**src/rtl/arb_gate.sv**
```systemverilog
module arb_gate #(
  parameter int ID_W    = 6,
  parameter int LVL_W   = 4,
  parameter int CREDITS = 3
) (
  input  logic                   clk,
  input  logic                   rst_n,
  input  logic                   req,
  input  logic                   urgent_mode,
  input  logic [LVL_W-1:0]       level,
  input  logic [ID_W-1:0]        phy_id,
  input  logic                   pkt_fair,
  input  logic                   pkt_urgent,
  input  logic                   pkt_own,
  input  logic                   arb_gap,
  input  logic                   ack_gap,
  input  logic                   ack_pending,
  output logic                   arb_req,
  output logic [LVL_W+ID_W-1:0]  prio_key,
  output logic                   ack_start
);
  localparam int CNT_W = $clog2(CREDITS + 1);
  localparam logic [CNT_W-1:0] FULL = CNT_W'(CREDITS);

  logic [CNT_W-1:0] credit;
  logic             arb_en;
  logic             eligible;
  logic [LVL_W-1:0] lvl_eff;

  assign eligible = urgent_mode ? (credit != '0) : arb_en;
  assign lvl_eff  = !urgent_mode ? '0 : (level == '0) ? LVL_W'(1) : level;
  assign prio_key = {lvl_eff, phy_id};

  always_ff @(posedge clk or negedge rst_n) begin
    if (!rst_n) begin
      credit <= FULL;
    end else if (arb_gap || pkt_fair) begin
      credit <= FULL;
    end else if (pkt_urgent && credit != '0) begin
      credit <= credit - 1'b1;
    end
  end

  always_ff @(posedge clk or negedge rst_n) begin
    if (!rst_n) begin
      arb_en <= 1'b1;
    end else if (arb_gap) begin
      arb_en <= 1'b1;
    end else if (!urgent_mode && pkt_fair && pkt_own) begin
      arb_en <= 1'b0;
    end
  end

  always_ff @(posedge clk or negedge rst_n) begin
    if (!rst_n) begin
      arb_req   <= 1'b0;
      ack_start <= 1'b0;
    end else begin
      arb_req   <= req && eligible;
      ack_start <= ack_gap && ack_pending;
    end
  end
endmodule

```
**config.mk**
```make
export PLATFORM = sky130hd
export DESIGN_NAME = arb_gate
export DESIGN_NICKNAME = d
export VERILOG_FILES = /design/src/rtl/arb_gate.sv
export SDC_FILE = /design/constraint.sdc
export NUM_CORES = 1
export LEC_CHECK = 0
export ABC_CLOCK_PERIOD_IN_PS = 1300
export BUFFER_PORTS_ARGS = -buffer_cell sky130_fd_sc_hd__buf_2
export CORE_AREA = 2 2 39 41
export DETAILED_ROUTE_END_ITERATION = 6
export DIE_AREA = 0 0 41 43
export PLACE_DENSITY = 0.55
export RECOVER_POWER = 25
export SLEW_MARGIN = 15
export SYNTH_ARGS = -nofsm -noshare
export SYNTH_HDL_FRONTEND = slang
export SYNTH_SLANG_ARGS = --single-unit
```
**constraint.sdc**
```tcl
create_clock -name clk -period 1.3 [get_ports clk]
set_input_delay 0.195 -clock clk [delete_from_list [all_inputs] [get_ports clk]]
set_output_delay 0.195 -clock clk [all_outputs]
set_load 0.01 [all_outputs]
```
Word level (Yosys, flattened, before mapping)
Cells that the tools add are included.

Logic and storage cells: 23. Bits in registers: 5.

Add/sub/neg operators: 1. Multiplexer cells: 7. Reductions and logical operators: 11.

Operator list (count): $mux 4 (2); $reduce_bool 2->1 (3); $logic_and 1x1->1 (5); $logic_not 4->1 (1); $mux 2 (2); $mux 1 (3); $sub 2x1->2 const B (1); $logic_not 1->1 (1); $logic_or 1x1->1 (1).

Longest topological paths before layout
Gate-level depths: netlist of the first run.

Depth after elaboration: 5. Gate-level depth with buffers: 5. Depth with buffers taken out: 5.

Least setup slack after synthesis of the first run
OpenSTA, ideal clock, no wires.

Kind: reg-to-reg. Start: register credit[0]. End: register credit[0]. Library setup time: 80 ps. Cell stages (with the launch flop): 6. Slack: 163 ps. Required time: 1220 ps. Arrival: 1057 ps. Path buffers: 0. Cell sequence: dfstp_2 inv_1 ha_1 nand2b_4 xnor2_1 nand2_1.

Longest elaborated chain between the ends: 3. Elaborated cells between the ends (all ways): 6. Classes of those cells: add/sub (1); mux (2); reduce/logical (3).

RTL lines: from (decl) (line 25) `logic [CNT_W-1:0] credit;`; from (signal assigned) (line 40) `credit <= credit - 1'b1;`; $sub 2x1->2 / $reduce_bool 2->1 (equally long branches) (line 40, 39); $mux 2 / $logic_and 1x1->1 (equally long branches) (line 39) `end else if (pkt_urgent && credit != '0) begin`; $mux 2 / $reduce_bool 2->1 (equally long branches).

Parallel ways exist; a longest one is shown, timed or not. The select of a mux whose other input is x is not followed. A chain may end at the register's enable or synchronous reset.

Worst setup path in the final report of the first run
Ends and elaborated chain as after synthesis.

==> flow_summary.toml, run 1 <==
[clock_tree]
clock-sinks = 5
path_clk_slew_ps = 40
worstSkewPairLatency_ps = 240
clock-root-buffer = "clkbuf_4"
cts_resized = 0
post_cts_buffers = 0
cts_max_level = 1
cts_made_buffers = 3
cts_tree = "built"
clockBufferDepth = 2

[grt]
overflow = 0
grt-busiest-layer = "met2"
met1_usage = 0.0820
grt_pass1_vias = 217
antenna_found_initial = 0
grt_usage = 0.0798
grt_use_met2 = 0.109
grt_max_degree = 8
grt_pass1_wl_um = 876
gr-usage-met3 = 0.0366

[sta]
fin_setup_tns_ps = 0
worst_slew_pin_slew_ps = 177
slew_viol_final = 0
maxSlewHeadroom = 0.881
finalSetupViolations = 0
fmax_mhz = 843
rsz0062_at_grt = "false"
hold_violations = 0
setup_ws_ps = 114
finClkSkew_ps = 2.15
period_share = 0.912
period_minus_slack_ps = 1190

[power]
ir_worst_vdd_mv = 0.391
p_total_uw = 418
power_density_mw_per_mm2 = 1020
power_leakage_uw = 0.000226

[critical_path]
timing.critical_path.max_delay_family = "flip-flops"
critPathRequiredTime_ps = 1460
critPathLaunch = "credit[0]"
arrival_ps = 1350
cp_slowest_stage_delay_ps = 510
crit_path_max_fanout = 3
ff2ff_path_depth = 5
r2r_slack_ps = 110
critPathKind = "reg -> reg"
crit_path_start_kind = "flip-flop"
crit_path_end_kind = "flip-flop"
cp_num_buf_inv = 1
r2r-start = "credit[0]"
cpMaxStageDelayCell = "dfstp_2"
crit_chain = "inv_1, ha_1, nand2b_4, xnor2_1, nand2_1"
reg2reg_to = "credit[0]"

[hold_path]
hold_depth = 2
whs_endpoint = "arb_en"
hp-class = "in -> reg"
holdCritStartpoint = "arb_gap"

[detailed_routing]
drtIter0Drc = 3
ant_nets = 0
drtPass1Iterations = 2
wl_um = 618
drc = 0
via_per_inst = 4.02
wl_per_cell_um = 9.66
num_vias = 257

[floorplan]
die-height_um = 43
die_area_mm2 = 0.00176
ios = 32
row_count = 14
core-area_mm2 = 0.00138
die_w_um = 41
initial_core_util = 0.221

[placed_design]
pre_cts_slack_ps = 125
numPortBuffers = 19
place_inst = 59
gp_congestion = 0.607

[run]
cap_violations = 0

[layout]
layout-drive-gt1-share = 0.604
layout_commonest_cell = "buf_2"
n_antenna_cell = 0
stdcell_count = 64
syn2layout_area_growth_pct = 34.8
nets = 70
layout_common_cells = "buf_2, and2_2, nand2_1, dfstp_2, clkbuf_4"

[synthesis]
syn-cell-area_um2 = 305
postSynthAreaPerCell_um2 = 10.2
synth_cells = 30
ys_warn_count = 0
synth_seq_cells = 5
ys_types = 17
yosysSeqAreaShare = 0.422
synth_nets = 51

[run_status]
status = "finished, final reports clean"
==> logic make-up after synthesis <==
family | synth area share
adder cells (fa/ha/maj) | 0.0410
buffers and inverters | 0.172
AO/OA/AOI/OAI | 0.107
flip-flops | 0.422
XOR/XNOR | 0.0287
AND/OR/NAND/NOR | 0.229
==> sequential cells by signal, indices dropped and copies added, names as in the netlist <==
name and cells:
credit 2, ack_start 1, arb_en 1, arb_req 1
==> where the power goes <==
part	switching, uW	internal (uW)
registers	2.58	168
clock network	62.5	116
logic	31.2	38.2
total	96.3	322
==> timing repair <==
action | 4_1_cts | 5_1_grt
endpoints found under the setup margin | 0 | 0
hold endpoints to repair | 5 | 0
hold buffers | 1 | 0
==> worst max-delay path by stage <==
stage,to,cells after the start,slack [ps]
2_1_floorplan,credit[0],5,160
4_1_cts,credit[0],5,120
3_3_place_gp,credit[0],5,130
6_report,credit[0],5,110
5_1_grt,credit[1],4,60
3_5_place_dp,credit[0],5,120
==> stage by stage <==
stage               instance area, um2  utilization  hold slack (ps)
floorplan                          305            -             -101
global placement                   375        0.271             12.4
detailed placement                 375        0.271             14.3
CTS                                412        0.297              151
global route                       412        0.297              152
finish                             412        0.297              159
==> routing by layer <==
layer | share of wire | up-vias
li1 | - | 127
met1 | 0.35 | 111
met2 | 0.46 | 19
met3 | 0.19 | 0
met4 | 0 | 0
met5 | 0 | -
==> cell type report <==
cell class	instances	area (um2)
clock buffer	4	26.3
fill	151	972
inverter	2	7.51
multi-input combinational	17	124
sequential	5	129
tap	16	20.0
timing repair buffer	20	105
==> synthesized netlist by cell type <==
cell type | instances | area (um2)
a21o_1 | 1 | 7.51
and2_1 | 1 | 6.26
and2_2 | 3 | 22.5
buf_4 | 6 | 45.0
dfrtp_1 | 2 | 50.1
dfstp_2 | 3 | 78.8
ha_1 | 1 | 12.5
inv_1 | 2 | 7.51
nand2_1 | 3 | 11.3
nand2b_4 | 1 | 13.8
nand3b_1 | 1 | 7.51
nor2_1 | 1 | 3.75
nor3_1 | 1 | 5.00
o211a_1 | 1 | 10.0
o211ai_1 | 1 | 7.51
o21a_1 | 1 | 7.51
xnor2_1 | 1 | 8.76
Note: power is estimated with default switching activity, not from simulation.
==> run 2, diff against run 1 <==
--- a/config.mk
+++ b/config.mk
@@ -5,14 +5,15 @@
 export SDC_FILE = /design/constraint.sdc
 export NUM_CORES = 1
 export LEC_CHECK = 0
+export ABC_AREA = 1
 export ABC_CLOCK_PERIOD_IN_PS = 1300
 export BUFFER_PORTS_ARGS = -buffer_cell sky130_fd_sc_hd__buf_2
 export CORE_AREA = 2 2 39 41
 export DETAILED_ROUTE_END_ITERATION = 6
 export DIE_AREA = 0 0 41 43
-export PLACE_DENSITY = 0.55
+export PLACE_DENSITY = 0.56
 export RECOVER_POWER = 25
-export SLEW_MARGIN = 15
+export SLEW_MARGIN = 20
 export SYNTH_ARGS = -nofsm -noshare
 export SYNTH_HDL_FRONTEND = slang
 export SYNTH_SLANG_ARGS = --single-unit
==> constraint.sdc (replaced) <==
create_clock -name clk -period 1.3 [get_ports clk]
set_input_delay 0.26 -clock clk [delete_from_list [all_inputs] [get_ports clk]]
set_output_delay 0.26 -clock clk [all_outputs]
set_load 0.01 [all_outputs]
==> run 2 against run 1 <==
Compared with the run above: count of clock-buffer cells in the layout stayed put; synthesized cell count rose by 53%; clock power barely moved; combinational power up 1%; register-to-register slack improved by 40 ps; critical path depth is 2 higher; core utilization rose by 0.99 points; sequential cell count is the same; cell count rose by 25%; global-route usage fell by 0.21 points; fmax rose by 3.6%; wire length shrank 6.0%; critical path type unchanged.
==> flow_summary.toml, run 2 <==
[floorplan]
die_w_um = 41
core-area_mm2 = 0.00138
die_area_mm2 = 0.00176
initial_core_util = 0.231
die-height_um = 43
ios = 32
row_count = 14

[layout]
top_register = "credit"
layout_common_cells = "buf_2, nand2_1, inv_1"
layout-drive-gt1-share = 0.391
nets = 86
fin_area_um2 = 425
syn2layout_area_growth_pct = 32.8
stdcell_count = 80
largest_reg_flops = 2
layout_commonest_cell = "buf_2"
n_antenna_cell = 0

[synthesis]
synth-main-ff-cell = "dfstp_2"
synth_cells = 46
synthTopCellsByCount = "inv_1, nand2_1, buf_4, nor2_1"
ys_top_cells_by_area = "dfstp_2, dfrtp_1, buf_4"
synth_edf_count = 0
synth_seq_cells = 5
synth_top_area_frac = 0.246
async_flop_share = 1.00
postSynthAreaPerCell_um2 = 6.96
synth_nets = 67
ys_types = 11
ys_warn_count = 0
yosysSeqAreaShare = 0.402
syn-cell-area_um2 = 320
synth_top_area_cell = "dfstp_2"

[power]
p_sw_uw = 101
power_leakage_uw = 0.000287
seqPwrFrac = 0.407
switching_share = 0.241
power_density_mw_per_mm2 = 982
ir_worst_vdd_mv = 0.531
power_frac_comb = 0.168
intPower_uw = 317
clockPowerShare = 0.425

[clock_tree]
cts_max_level = 1
clock-root-buffer = "clkbuf_4"
worstSkewPairLatency_ps = 240
cts_tree = "built"
path_clk_slew_ps = 40
post_cts_buffers = 0
cts_hold_buf = 1
clock-sinks = 5
clockBufferDepth = 2
cts_resized = 0
cts_made_buffers = 3

[grt]
overflow = 0
grt_usage = 0.0777
grt_pass1_vias = 287
grt_pass1_wl_um = 897
antenna_found_initial = 0
grt_max_degree = 6

[sta]
period_minus_slack_ps = 1150
hold_violations = 0
fin_setup_tns_ps = 0
maxSlewHeadroom = 0.828
setup_ws_ps = 155
rsz0062_at_grt = "false"
fmax_mhz = 873
worst_slew_pin_slew_ps = 258
finClkSkew_ps = 1.47
period_share = 0.881
finalSetupViolations = 0
slew_viol_final = 0

[placed_design]
gp_congestion = 0.596
dpl_cell_area_um2 = 390
dpl.hpwl_um = 514
numPortBuffers = 19
place_inst = 75
pre_cts_slack_ps = 157

[detailed_routing]
via_per_inst = 3.96
num_vias = 317
ant_nets = 0
wl_per_cell_um = 7.26
drc = 0
drtIter0Drc = 3
drtPass1Iterations = 4
wl_um = 581

[critical_path]
crit_path_end_kind = "flip-flop"
critPathKind = "reg -> reg"
ff2ff_path_depth = 7
r2r_slack_ps = 150
arrival_ps = 1320
critPathRequiredTime_ps = 1480
crit_path_start_kind = "flip-flop"
crit_path_max_fanout = 3
r2r-start = "credit[0]"
reg2reg_to = "credit[0]"

[run_status]
status = "finished, final reports clean"

[hold_path]
holdCritStartpoint = "ack_pending"
whs_endpoint = "ack_start"
hold_depth = 3
hp-class = "in -> reg"

[run]
cap_violations = 0
[run 2: cell count changes after synthesis, moves of 3 or more]
| cell | change |
|---|---|
| inv_1 | +10 |
| nand3_1 | +3 |
| nor2_1 | +3 |
| and2_2 | -3 |
| nand2_1 | +9 |
[run 2: cell families after synthesis]
group / count (synthesis) / synth area share
buf+inv: 19 / 0.293
compound gates: 2 / 0.0312
fa+ha+maj: 1 / 0.0391
simple gates: 19 / 0.234
flops: 5 / 0.402
[run 2: power groups by stage]
stage	clock network (uW)	logic [uW]	registers [uW]
3_3_place_gp	0	68.9	172
5_1_grt	200	84.0	171
3_5_place_dp	0	70.4	172
4_1_cts	190	72.8	170
2_1_floorplan	0	48.1	174
6_report	177	70.2	170
[run 2: per-layer routing]
metal	vias to the layer above	global-route usage	share of wire
met1	138	0.0588	0.39
met4	0	0.0400	0
met5	-	0	0
li1	162	-	-
met2	17	0.138	0.47
met3	0	0.0471	0.14
[run 2: area by class of cell]
class / count / area, um2
Timing Repair Buffer: 20 / 104
Fill cell: 162 / 958
Sequential cell: 5 / 129
Tap cell: 16 / 20.0
Inverter: 13 / 48.8
Clock buffer: 4 / 26.3
Multi-Input combinational cell: 22 / 97.6
[run 2: stage by stage]
step,util,total power [uW],hold WS (ps)
5_1_grt,0.307,455,197
6_report,0.307,418,204
4_1_cts,0.308,433,197
3_3_place_gp,0.282,241,77.5
3_5_place_dp,0.282,242,77.9
2_1_floorplan,-,222,-35.6
[run 2: worst max-delay path by stage]
stage | from | end | depth (start not counted)
after floorplan | credit[0] | credit[0] | 7
after global placement | credit[0] | credit[1] | 7
after detailed placement | credit[0] | credit[1] | 7
after CTS | credit[0] | credit[0] | 7
after global routing | credit[0] | credit[1] | 7
final | credit[0] | credit[0] | 7
[run 2: worst max-delay path: stages (launching register included)]
cell and delay, ps:
dfstp_2 520, inv_1 50, ha_1 180, inv_1 60, nand2_1 80, inv_1 80, nand2_1 50, nand3_1 70
==> run 3, diff against run 2 <==
--- a/config.mk
+++ b/config.mk
@@ -8,10 +8,12 @@
 export ABC_AREA = 1
 export ABC_CLOCK_PERIOD_IN_PS = 1300
 export BUFFER_PORTS_ARGS = -buffer_cell sky130_fd_sc_hd__buf_2
-export CORE_AREA = 2 2 39 41
+export CELL_PAD_IN_SITES_DETAIL_PLACEMENT = 0
+export CELL_PAD_IN_SITES_GLOBAL_PLACEMENT = 1
+export CORE_MARGIN = 2
+export CORE_UTILIZATION = 20
 export DETAILED_ROUTE_END_ITERATION = 6
-export DIE_AREA = 0 0 41 43
-export PLACE_DENSITY = 0.56
+export PLACE_DENSITY = 0.71
 export RECOVER_POWER = 25
 export SLEW_MARGIN = 20
 export SYNTH_ARGS = -nofsm -noshare
==> run 3 against run 2 <==
Compared with the run above: fmax down 1.4%; worst setup slack worse by 16 ps; non-clock buffer count unchanged; sequential power barely moved; die area grew 9.9%; clock skew increased by 4.5 ps; core utilization fell by 2.5 points; count of clock-buffer cells in the layout unchanged; sequential share of layout area unchanged; critical path type unchanged; critical endpoint unchanged; largest power group unchanged; highest routed layer unchanged.
==> flow_summary.toml, run 3 (synthesis gave the netlist of run 2 again) <==
[run_status]
status = "finished, final reports clean"

[detailed_routing]
drc = 0
ant_nets = 0
num_vias = 295
wl_per_cell_um = 8.04
drtIter0Drc = 4
drtPass1Iterations = 2
wl_um = 643
via_per_inst = 3.69

[floorplan]
initial_core_util = 0.213
die-height_um = 44.0
row_count = 14
ios = 32
die_w_um = 44.0
core-area_mm2 = 0.00151
die_area_mm2 = 0.00194

[grt]
gr-usage-met3 = 0.0571
grt_pass1_vias = 313
grt_max_degree = 6
antenna_found_initial = 0
grt_use_met2 = 0.126
grt_pass1_wl_um = 1100
overflow = 0
grt-busiest-layer = "met2"
met1_usage = 0.0816
grt_usage = 0.0816

[critical_path]
critPathKind = "reg -> reg"
arrival_ps = 1340
crit_path_start_kind = "flip-flop"
r2r-start = "credit[0]"
critPathRequiredTime_ps = 1480
r2r_slack_ps = 140
ff2ff_path_depth = 7
crit_path_max_fanout = 3
crit_path_end_kind = "flip-flop"
critPathLaunch = "credit[0]"
reg2reg_to = "credit[0]"

[sta]
period_minus_slack_ps = 1160
worst_slew_pin_slew_ps = 260
period_share = 0.893
hold_violations = 0
fmax_mhz = 861
rsz0062_at_grt = "false"
slew_viol_final = 0
maxSlewHeadroom = 0.826
finalSetupViolations = 0
setup_ws_ps = 139
finClkSkew_ps = 6.01
fin_setup_tns_ps = 0

[clock_tree]
cts_resized = 0
clock-sinks = 5
cts_made_buffers = 3
worstSkewPairLatency_ps = 240
cts_max_level = 1
cts_tree = "built"
path_clk_slew_ps = 50
clockBufferDepth = 2
post_cts_buffers = 0
clock-root-buffer = "clkbuf_4"

[placed_design]
numPortBuffers = 19
gp_congestion = 0.667
pre_cts_slack_ps = 141
dpl.hpwl_um = 542

[run]
cap_violations = 0

[power]
ir_worst_vdd_mv = 0.516
p_total_uw = 423
power_density_mw_per_mm2 = 994
power_leakage_uw = 0.000287

[hold_path]
hold_depth = 3
hp-class = "in -> reg"
holdCritStartpoint = "ack_pending"
whs_endpoint = "ack_start"

[layout]
top_register = "credit"
nets = 86
syn2layout_area_growth_pct = 32.8
multi_input_area_um2 = 97.6
seq_area_um2 = 129
utilization = 0.282
largest_reg_flops = 2
layout-drive-gt1-share = 0.391
fillerInstances = 167
layout_common_cells = "buf_2, nand2_1, inv_1"
layout_commonest_cell = "buf_2"
n_antenna_cell = 0
==> run 3: cell counts in the layout (fill, tap and decap cells not counted) <==
No cell type changed its count.
==> run 3: power breakdown <==
part / internal (uW) / switching [uW] / total [uW]
combinational: 33.4 / 37.2 / 70.7
sequential: 168 / 3.04 / 171
clock: 116 / 65.2 / 181
total: 317 / 105 / 423
==> run 3: routing by layer <==
metal / routed length, um / vias up
met5: 0 / -
met1: 277 / 119
met3: 82 / 0
met4: 0 / 0
met2: 283 / 13
li1: - / 163
==> run 3: worst max-delay path by stage <==
stage | to | slack (ps) | cells after the start
floorplan | credit[0] | 230 | 7
global placement | credit[0] | 160 | 7
detailed placement | credit[0] | 140 | 7
CTS | credit[0] | 130 | 7
global route | credit[1] | 60 | 7
finish | credit[0] | 140 | 7
==> run 3: what timing repair did <==
action / in CTS / in global routing
hold buffers: 1 / 0
hold endpoints to repair: 2 / 0
endpoints found under the setup margin: 0 / 0
==> run 3: final cells by class <==
type / instances / area share
Tap cell: 16 / 0.0471
Timing Repair Buffer: 20 / 0.244
Multi-Input combinational cell: 22 / 0.229
Inverter: 13 / 0.115
Clock buffer: 4 / 0.0618
Sequential cell: 5 / 0.303
==> run 3: stage by stage <==
step                hold WS (ps)  area (um2)  std cells
floorplan                  -35.6         320         46
global placement            79.1         390         75
detailed placement          77.7         390         75
CTS                          199         427         80
global route                 210         425         80
finish                       199         425         80
==> run 3: worst max-delay path, stage by stage (launching register included) <==
cell     delay (ps)
dfstp_2         520
inv_1            50
ha_1            190
inv_1            70
nand2_1          80
inv_1            80
nand2_1          50
nand3_1          60
